### config.mk
export PLATFORM = sky130hd
export DESIGN_NAME = iso_pingpong_ep
export DESIGN_NICKNAME = d
export VERILOG_FILES = /design/src/rtl/iso_pp_pkg.sv /design/src/rtl/iso_pp_bank.sv /design/src/rtl/iso_pp_ctrl.sv /design/src/rtl/iso_pp_tx.sv /design/src/rtl/iso_pingpong_ep.sv
export SDC_FILE = /design/constraint.sdc
export NUM_CORES = 1
export LEC_CHECK = 0
export BUFFER_PORTS_ARGS = -buffer_cell sky130_fd_sc_hd__buf_2
export CAP_MARGIN = 10
export CORE_ASPECT_RATIO = 1.75
export CORE_MARGIN = 1
export CORE_UTILIZATION = 45
export CTS_BUF_LIST = sky130_fd_sc_hd__clkbuf_2
export CTS_CLUSTER_DIAMETER = 60
export DETAILED_ROUTE_END_ITERATION = 10
export PLACE_DENSITY = 0.71
export SETUP_SLACK_MARGIN = 0.3
export SYNTH_ARGS = -nofsm -noshare
export SYNTH_HDL_FRONTEND = slang
export SYNTH_SLANG_ARGS = --single-unit
### constraint.sdc
create_clock -name clk -period 3.65 [get_ports clk]
set_input_delay 0.5475 -clock clk [delete_from_list [all_inputs] [get_ports clk]]
set_output_delay 0.5475 -clock clk [all_outputs]
set_load 0.02 [all_outputs]
### src/rtl/iso_pp_pkg.sv
package iso_pp_pkg;

   typedef enum logic {
      BANK_A = 1'b0,
      BANK_B = 1'b1
   } bank_e;

   function automatic bank_e flip_bank(bank_e b);
      return (b == BANK_A) ? BANK_B : BANK_A;
   endfunction

endpackage

### src/rtl/iso_pp_bank.sv
module iso_pp_bank #(
   parameter int DATA_W = 8,
   parameter int DEPTH  = 16,
   parameter int AW     = 4,
   parameter int CW     = 5
) (
   input  logic              clk,
   input  logic              rst_n,
   input  logic              clr,
   input  logic              wr_en,
   input  logic [DATA_W-1:0] wr_data,
   input  logic [AW-1:0]     rd_addr,
   output logic [DATA_W-1:0] rd_data,
   output logic [CW-1:0]     fill
);

   logic [DATA_W-1:0] mem [DEPTH];

   // the controller only raises wr_en below capacity, so fill stays in range
   always_ff @(posedge clk) begin
      if (wr_en) mem[fill[AW-1:0]] <= wr_data;
   end

   always_ff @(posedge clk or negedge rst_n) begin
      if (!rst_n)     fill <= '0;
      else if (clr)   fill <= '0;
      else if (wr_en) fill <= fill + 1'b1;
   end

   assign rd_data = mem[rd_addr];

endmodule

### src/rtl/iso_pp_ctrl.sv
module iso_pp_ctrl
   import iso_pp_pkg::*;
#(
   parameter int DEPTH = 16,
   parameter int CW    = 5
) (
   input  logic                clk,
   input  logic                rst_n,
   input  logic                bus_rst,
   input  logic                fw_wr_en,
   input  logic                fw_tx_ready,
   input  logic                fw_cmpl_clr,
   input  logic                pkt_sent,
   input  logic [1:0][CW-1:0]  fill,
   output logic [1:0]          bank_we,
   output logic [1:0]          bank_clr,
   output logic [1:0]          rdy,
   output bank_e               fw_ptr,
   output bank_e               tx_ptr,
   output logic                cmpl,
   output logic                ovf
);

   localparam logic [CW-1:0] FULL = CW'(DEPTH);

   logic wr_open;
   logic fw_full;
   logic drain;

   // writes land only in an unready bank while no completion is pending
   assign wr_open = fw_wr_en && !cmpl && !rdy[fw_ptr];
   assign fw_full = (fill[fw_ptr] == FULL);
   assign drain   = pkt_sent && rdy[tx_ptr];

   for (genvar b = 0; b < 2; b++) begin : g_bank_ctl
      assign bank_we[b]  = wr_open && !fw_full && (fw_ptr == bank_e'(b));
      assign bank_clr[b] = bus_rst || (drain && (tx_ptr == bank_e'(b)));

      always_ff @(posedge clk or negedge rst_n) begin
         if (!rst_n)                                    rdy[b] <= 1'b0;
         else if (bank_clr[b])                          rdy[b] <= 1'b0;
         else if (fw_tx_ready && fw_ptr == bank_e'(b))  rdy[b] <= 1'b1;
      end
   end

   always_ff @(posedge clk or negedge rst_n) begin
      if (!rst_n) begin
         fw_ptr <= BANK_A;
         tx_ptr <= BANK_A;
      end else if (bus_rst) begin
         fw_ptr <= BANK_A;
         tx_ptr <= BANK_A;
      end else begin
         if (fw_tx_ready) fw_ptr <= flip_bank(fw_ptr);
         if (drain)       tx_ptr <= flip_bank(tx_ptr);
      end
   end

   always_ff @(posedge clk or negedge rst_n) begin
      if (!rst_n) begin
         cmpl <= 1'b0;
         ovf  <= 1'b0;
      end else if (bus_rst) begin
         cmpl <= 1'b0;
         ovf  <= 1'b0;
      end else begin
         if (drain)            cmpl <= 1'b1;
         else if (fw_cmpl_clr) cmpl <= 1'b0;
         if (wr_open && fw_full) ovf <= 1'b1;
      end
   end

endmodule

### src/rtl/iso_pp_tx.sv
module iso_pp_tx (
   input  logic clk,
   input  logic rst_n,
   input  logic bus_rst,
   input  logic in_req,
   input  logic ep_enable,
   input  logic tx_rdy,
   output logic send_go,
   output logic send_none
);

   logic eligible;
   assign eligible = ep_enable && tx_rdy;

   always_ff @(posedge clk or negedge rst_n) begin
      if (!rst_n) begin
         send_go   <= 1'b0;
         send_none <= 1'b0;
      end else if (bus_rst) begin
         send_go   <= 1'b0;
         send_none <= 1'b0;
      end else begin
         send_go   <= in_req && eligible;
         send_none <= in_req && !eligible;
      end
   end

endmodule

### src/rtl/iso_pingpong_ep.sv
module iso_pingpong_ep
   import iso_pp_pkg::*;
#(
   parameter int DATA_W     = 8,
   parameter int BANK_DEPTH = 16,
   parameter bit IRQ_REG    = 1'b0,
   localparam int AW = $clog2(BANK_DEPTH),
   localparam int CW = $clog2(BANK_DEPTH + 1)
) (
   input  logic              clk,
   input  logic              rst_n,
   input  logic              bus_rst,
   input  logic              ep_enable,
   input  logic              fw_wr_en,
   input  logic [DATA_W-1:0] fw_wr_data,
   input  logic              fw_tx_ready,
   input  logic              fw_cmpl_clr,
   input  logic              int_en,
   input  logic              in_req,
   input  logic [AW-1:0]     rd_addr,
   input  logic              pkt_sent,
   output logic [DATA_W-1:0] rd_data,
   output logic [CW-1:0]     tx_count,
   output logic              tx_bank,
   output logic              fw_bank,
   output logic              send_go,
   output logic              send_none,
   output logic              cmpl_flag,
   output logic              irq,
   output logic              ovf_flag
);

   if (DATA_W < 1) begin : g_bad_width
      $error("DATA_W must be at least 1");
   end
   if (BANK_DEPTH < 2 || (1 << AW) != BANK_DEPTH) begin : g_bad_depth
      $error("BANK_DEPTH must be a power of two of at least 2");
   end

   logic [1:0]             bank_we;
   logic [1:0]             bank_clr;
   logic [1:0]             bank_rdy;
   logic [1:0][CW-1:0]     bank_fill;
   logic [1:0][DATA_W-1:0] bank_rd;
   bank_e                  fw_ptr;
   bank_e                  tx_ptr;

   for (genvar b = 0; b < 2; b++) begin : g_bank
      iso_pp_bank #(
         .DATA_W (DATA_W),
         .DEPTH  (BANK_DEPTH),
         .AW     (AW),
         .CW     (CW)
      ) u_bank (
         .clk     (clk),
         .rst_n   (rst_n),
         .clr     (bank_clr[b]),
         .wr_en   (bank_we[b]),
         .wr_data (fw_wr_data),
         .rd_addr (rd_addr),
         .rd_data (bank_rd[b]),
         .fill    (bank_fill[b])
      );
   end

   iso_pp_ctrl #(
      .DEPTH (BANK_DEPTH),
      .CW    (CW)
   ) u_ctrl (
      .clk         (clk),
      .rst_n       (rst_n),
      .bus_rst     (bus_rst),
      .fw_wr_en    (fw_wr_en),
      .fw_tx_ready (fw_tx_ready),
      .fw_cmpl_clr (fw_cmpl_clr),
      .pkt_sent    (pkt_sent),
      .fill        (bank_fill),
      .bank_we     (bank_we),
      .bank_clr    (bank_clr),
      .rdy         (bank_rdy),
      .fw_ptr      (fw_ptr),
      .tx_ptr      (tx_ptr),
      .cmpl        (cmpl_flag),
      .ovf         (ovf_flag)
   );

   iso_pp_tx u_tx (
      .clk       (clk),
      .rst_n     (rst_n),
      .bus_rst   (bus_rst),
      .in_req    (in_req),
      .ep_enable (ep_enable),
      .tx_rdy    (bank_rdy[tx_ptr]),
      .send_go   (send_go),
      .send_none (send_none)
   );

   assign rd_data  = bank_rd[tx_ptr];
   assign tx_count = bank_fill[tx_ptr];
   assign tx_bank  = tx_ptr;
   assign fw_bank  = fw_ptr;

   if (IRQ_REG) begin : g_irq_reg
      always_ff @(posedge clk or negedge rst_n) begin
         if (!rst_n) irq <= 1'b0;
         else        irq <= cmpl_flag && int_en;
      end
   end else begin : g_irq_comb
      assign irq = cmpl_flag && int_en;
   end

endmodule

==> impl_metrics.ini <==
[routing]
wl_mm = 23.2
vias = 5427
viasPerCell = 5.62
first_iter_violations = 468
remaining_drc_errors = 0
dr.pass1.iters = 5
wire_per_inst_um = 24.0
ant_nets = 0

[sta]
timing.final.crit_share_pct = 88.4
setup_viol = 0
slew_violations = 0
finClkSkew_ps = 44.6
post-route-min-period_ps = 3230
final.setup.tns_ps = 0
hold_violations = 0
timing.fmax_mhz = 310
slew_headroom_pct = 29.5
tightestPinTransition_ps = 1050
rsz0062_at_grt = yes

[logic_synthesis]
synth_top_area_share_pct = 70.2
ys.flop_type = edfxtp_1
synth_cells = 513
muxShareOfSynthArea_pct = 17.7
yosys_warnings = 0
yosysTopAreaCell = edfxtp_1
synthTopCellsByArea = edfxtp_1 (70%), mux4_2 (16%), dfrtp_1 (4.1%), mux2_2 (1.2%), ha_1 (0.91%)
yosys.area_share.simple_pct = 3.83
synth.distinct_cells = 40
netlist_area_um2 = 10900
synthXorXnorAreaFrac_pct = 0.640
synth_edf_count = 256
syn_area_per_cell_um2 = 21.3
synth_top_family_by_area = multiplexers
synthTopCellsByCount = edfxtp_1 (256), mux4_2 (80), nor2_1 (23)
synthesis.nets = 543
synth.most_common_cell = edfxtp_1
synth-compound-area-share_pct = 1.09
synthAdderAreaFrac_pct = 0.914
ys_ff_latch = 274
ys_seq_area_share_pct = 74.3
async_reset_ff_share_pct = 6.57

[cts]
cts_buffer_depth = 3
cts-root-buf = clkbuf_2
cts_tree = yes
clock_sinks = 274
clk_pin_slew_ps = 120
cts-buffers-inserted = 55
clock_latency_ps = 810
h-tree-depth = 2

[global_route]
grt-ovfl-total = 0
gr-usage-all-layers_pct = 19.3
grt_pass1_vias = 5841
grt_antenna_before_repair = 2
grt_start_max_net_pins = 40
grt_pass1_wl_mm = 35.0

[die]
die-area_um2 = 25000
core_area_um2 = 23900
initial_core_util_pct = 45.7
fp.dieW_um = 120
rows = 75
die_h_um = 208
io_pins = 42

[final_layout]
layoutNonFillerInstCount = 966
drive_above_1_share_pct = 35.5
areaGrowthSynthToFinish_pct = 11.7
fin_nets = 641

[power]
switching_share_pct = 23.9
pwr-share-seq_pct = 61.0
pwr-share-comb_pct = 6.9
p_clk_share_pct = 32.1
power.leakage_nw = 4.16
power.density_nw_per_um2 = 467
p_sw_mw = 1.36
ir_worst_vdd_uv = 214
power.internal_mw = 4.35

[setup_path]
cp_cell_sequence = mux4_2, mux4_2, mux2_2, buf_2
crit_type = flop to primary output
crit_path_top_delay_cell = mux4_2
cp-start-kind = flop
crit_path_end_kind = primary output
arrival_ps = 2680
cpPeakStageDelay_ps = 530
critical_path.max_fanout = 1
critPathMostFrequentCell = mux4_2
required_ps = 3100

[placed_design]
port-buffer-count = 41
dpl.cell_count = 852
gp_congestion = 0.782
dp_hpwl_mm = 15.0

[job]
cap_violations = 0

[min_path]
hold_class = input pin to asynchronous set/reset pin

[status]
status = complete, no violations
==> power by group through the flow <==
stage / clock network (mW) / registers (mW) / logic (mW)
after floorplan: 0 / 3.54 / 0.234
after global placement: 0 / 3.55 / 0.376
after detailed placement: 0 / 3.55 / 0.385
after CTS: 1.89 / 3.48 / 0.403
after global routing: 2.03 / 3.49 / 0.426
final: 1.83 / 3.48 / 0.395
==> registers in the layout (all words and copies together) (netlist names) <==
signal              flops
u_tx.send_none          1
u_ctrl.tx_ptr           1
u_ctrl.ovf              1
g_bank.u_bank.fill     10
u_ctrl.rdy              2
g_bank.u_bank.mem     256
u_ctrl.fw_ptr           1
u_ctrl.cmpl             1
u_tx.send_go            1
==> stage by stage <==
| step | hold WS, ps | worst slack [ps] | utilization [%] | cell area [µm²] | power (mW) |
|---|---|---|---|---|---|
| CTS | 97.3 | 291 | 51.1 | 12200 | 5.78 |
| global route | 132 | 284 | 51.1 | 12200 | 5.94 |
| detailed placement | 501 | 448 | 48.3 | 11600 | 3.94 |
| floorplan | 252 | 803 | - | 10900 | 3.78 |
| finish | 206 | 425 | 51.1 | 12200 | 5.71 |
| global placement | 492 | 458 | 48.3 | 11600 | 3.92 |
==> critical path, delay by kind of cell, from the launching register on <==
family	cells	cell delay, ps
flip-flops	1	390
multiplexers	3	1310
buffers and inverters	1	160
==> repair_timing <==
item                                   in CTS  in global routing
hold buffers                               10                  0
resized for setup                           7                  2
setup endpoints to repair                   3                  2
gates cloned                                0                  0
setup buffers                               0                  0
endpoints found under the hold margin      26                  0
==> worst paths after layout <==
check	startpoint	end	slack, ps	cells after the start
max in group asynchronous	rst_n	g_bank[1].u_bank.fill[3]$_DFFE_PN0P_	3130	2
worst min register to register	u_ctrl.ovf$_DFFE_PN0P_	u_ctrl.ovf$_DFFE_PN0P_	530	2
worst min-delay path	rst_n	u_ctrl.fw_ptr$_DFFE_PN0P_	210	2
worst max register to register	u_ctrl.fw_ptr$_DFFE_PN0P_	g_bank[1].u_bank.mem[13][0]$_DFFE_PP_	750	3
worst max-delay path	g_bank[0].u_bank.mem[0][4]$_DFFE_PP_	rd_data[4]	420	4
min in group clk	fw_wr_en	u_ctrl.ovf$_DFFE_PN0P_	210	4
==> layout make-up <==
class | instances | area (µm²)
flip-flops and latches | 274 | 8140
repair buffers | 65 | 465
inverters | 11 | 41.3
diodes | 1 | 2.50
fillers | 1876 | 11700
clock inverters | 27 | 159
well taps | 308 | 385
multi-input cells | 204 | 2660
clock buffers | 76 | 380
==> layout by cell type (no fill, tap or decap), drive strengths merged, types with 2 or more instances in the layout <==
| cell type | Yosys | layout |
|---|---|---|
| and2 | 10 | 10 |
| ha | 8 | 8 |
| inv | 11 | 12 |
| bufinv | 0 | 2 |
| buf | 17 | 55 |
| mux4 | 80 | 80 |
| nor2 | 23 | 23 |
| clkbuf | 7 | 76 |
| clkinv | 0 | 24 |
| nand2 | 8 | 8 |
| o21ai | 2 | 2 |
| dfrtp | 18 | 18 |
| edfxtp | 256 | 256 |
| xnor2 | 3 | 3 |
| nor3 | 5 | 5 |
| a21oi | 8 | 8 |
| mux2 | 12 | 12 |
| xor2 | 5 | 5 |
| dlygate4sd3 | 0 | 10 |
| nor2b | 7 | 7 |
| and3 | 12 | 12 |
| nand4 | 3 | 3 |
==> cells by family (layout without fill, tap and decap cells) <==
group	Yosys count	count (layout)
flip-flops	274	274
multiplexers	92	92
AND/OR/NAND/NOR	78	78
buffers and inverters	35	179
AO/OA/AOI/OAI	18	18
adder cells (fa/ha/maj)	8	8
XOR/XNOR	8	8
other	0	1
==> routing by layer <==
| layer | up-vias | routed length (µm) | GRT usage (%) |
|---|---|---|---|
| met3 | 49 | 1540 | 3.02 |
| met2 | 242 | 12800 | 34.5 |
| met1 | 2780 | 8200 | 22.8 |
| met4 | 2 | 660 | 8.32 |
| li1 | 2354 | - | - |
| met5 | - | 13 | 0 |
Note: power is estimated with default switching activity, not from simulation.
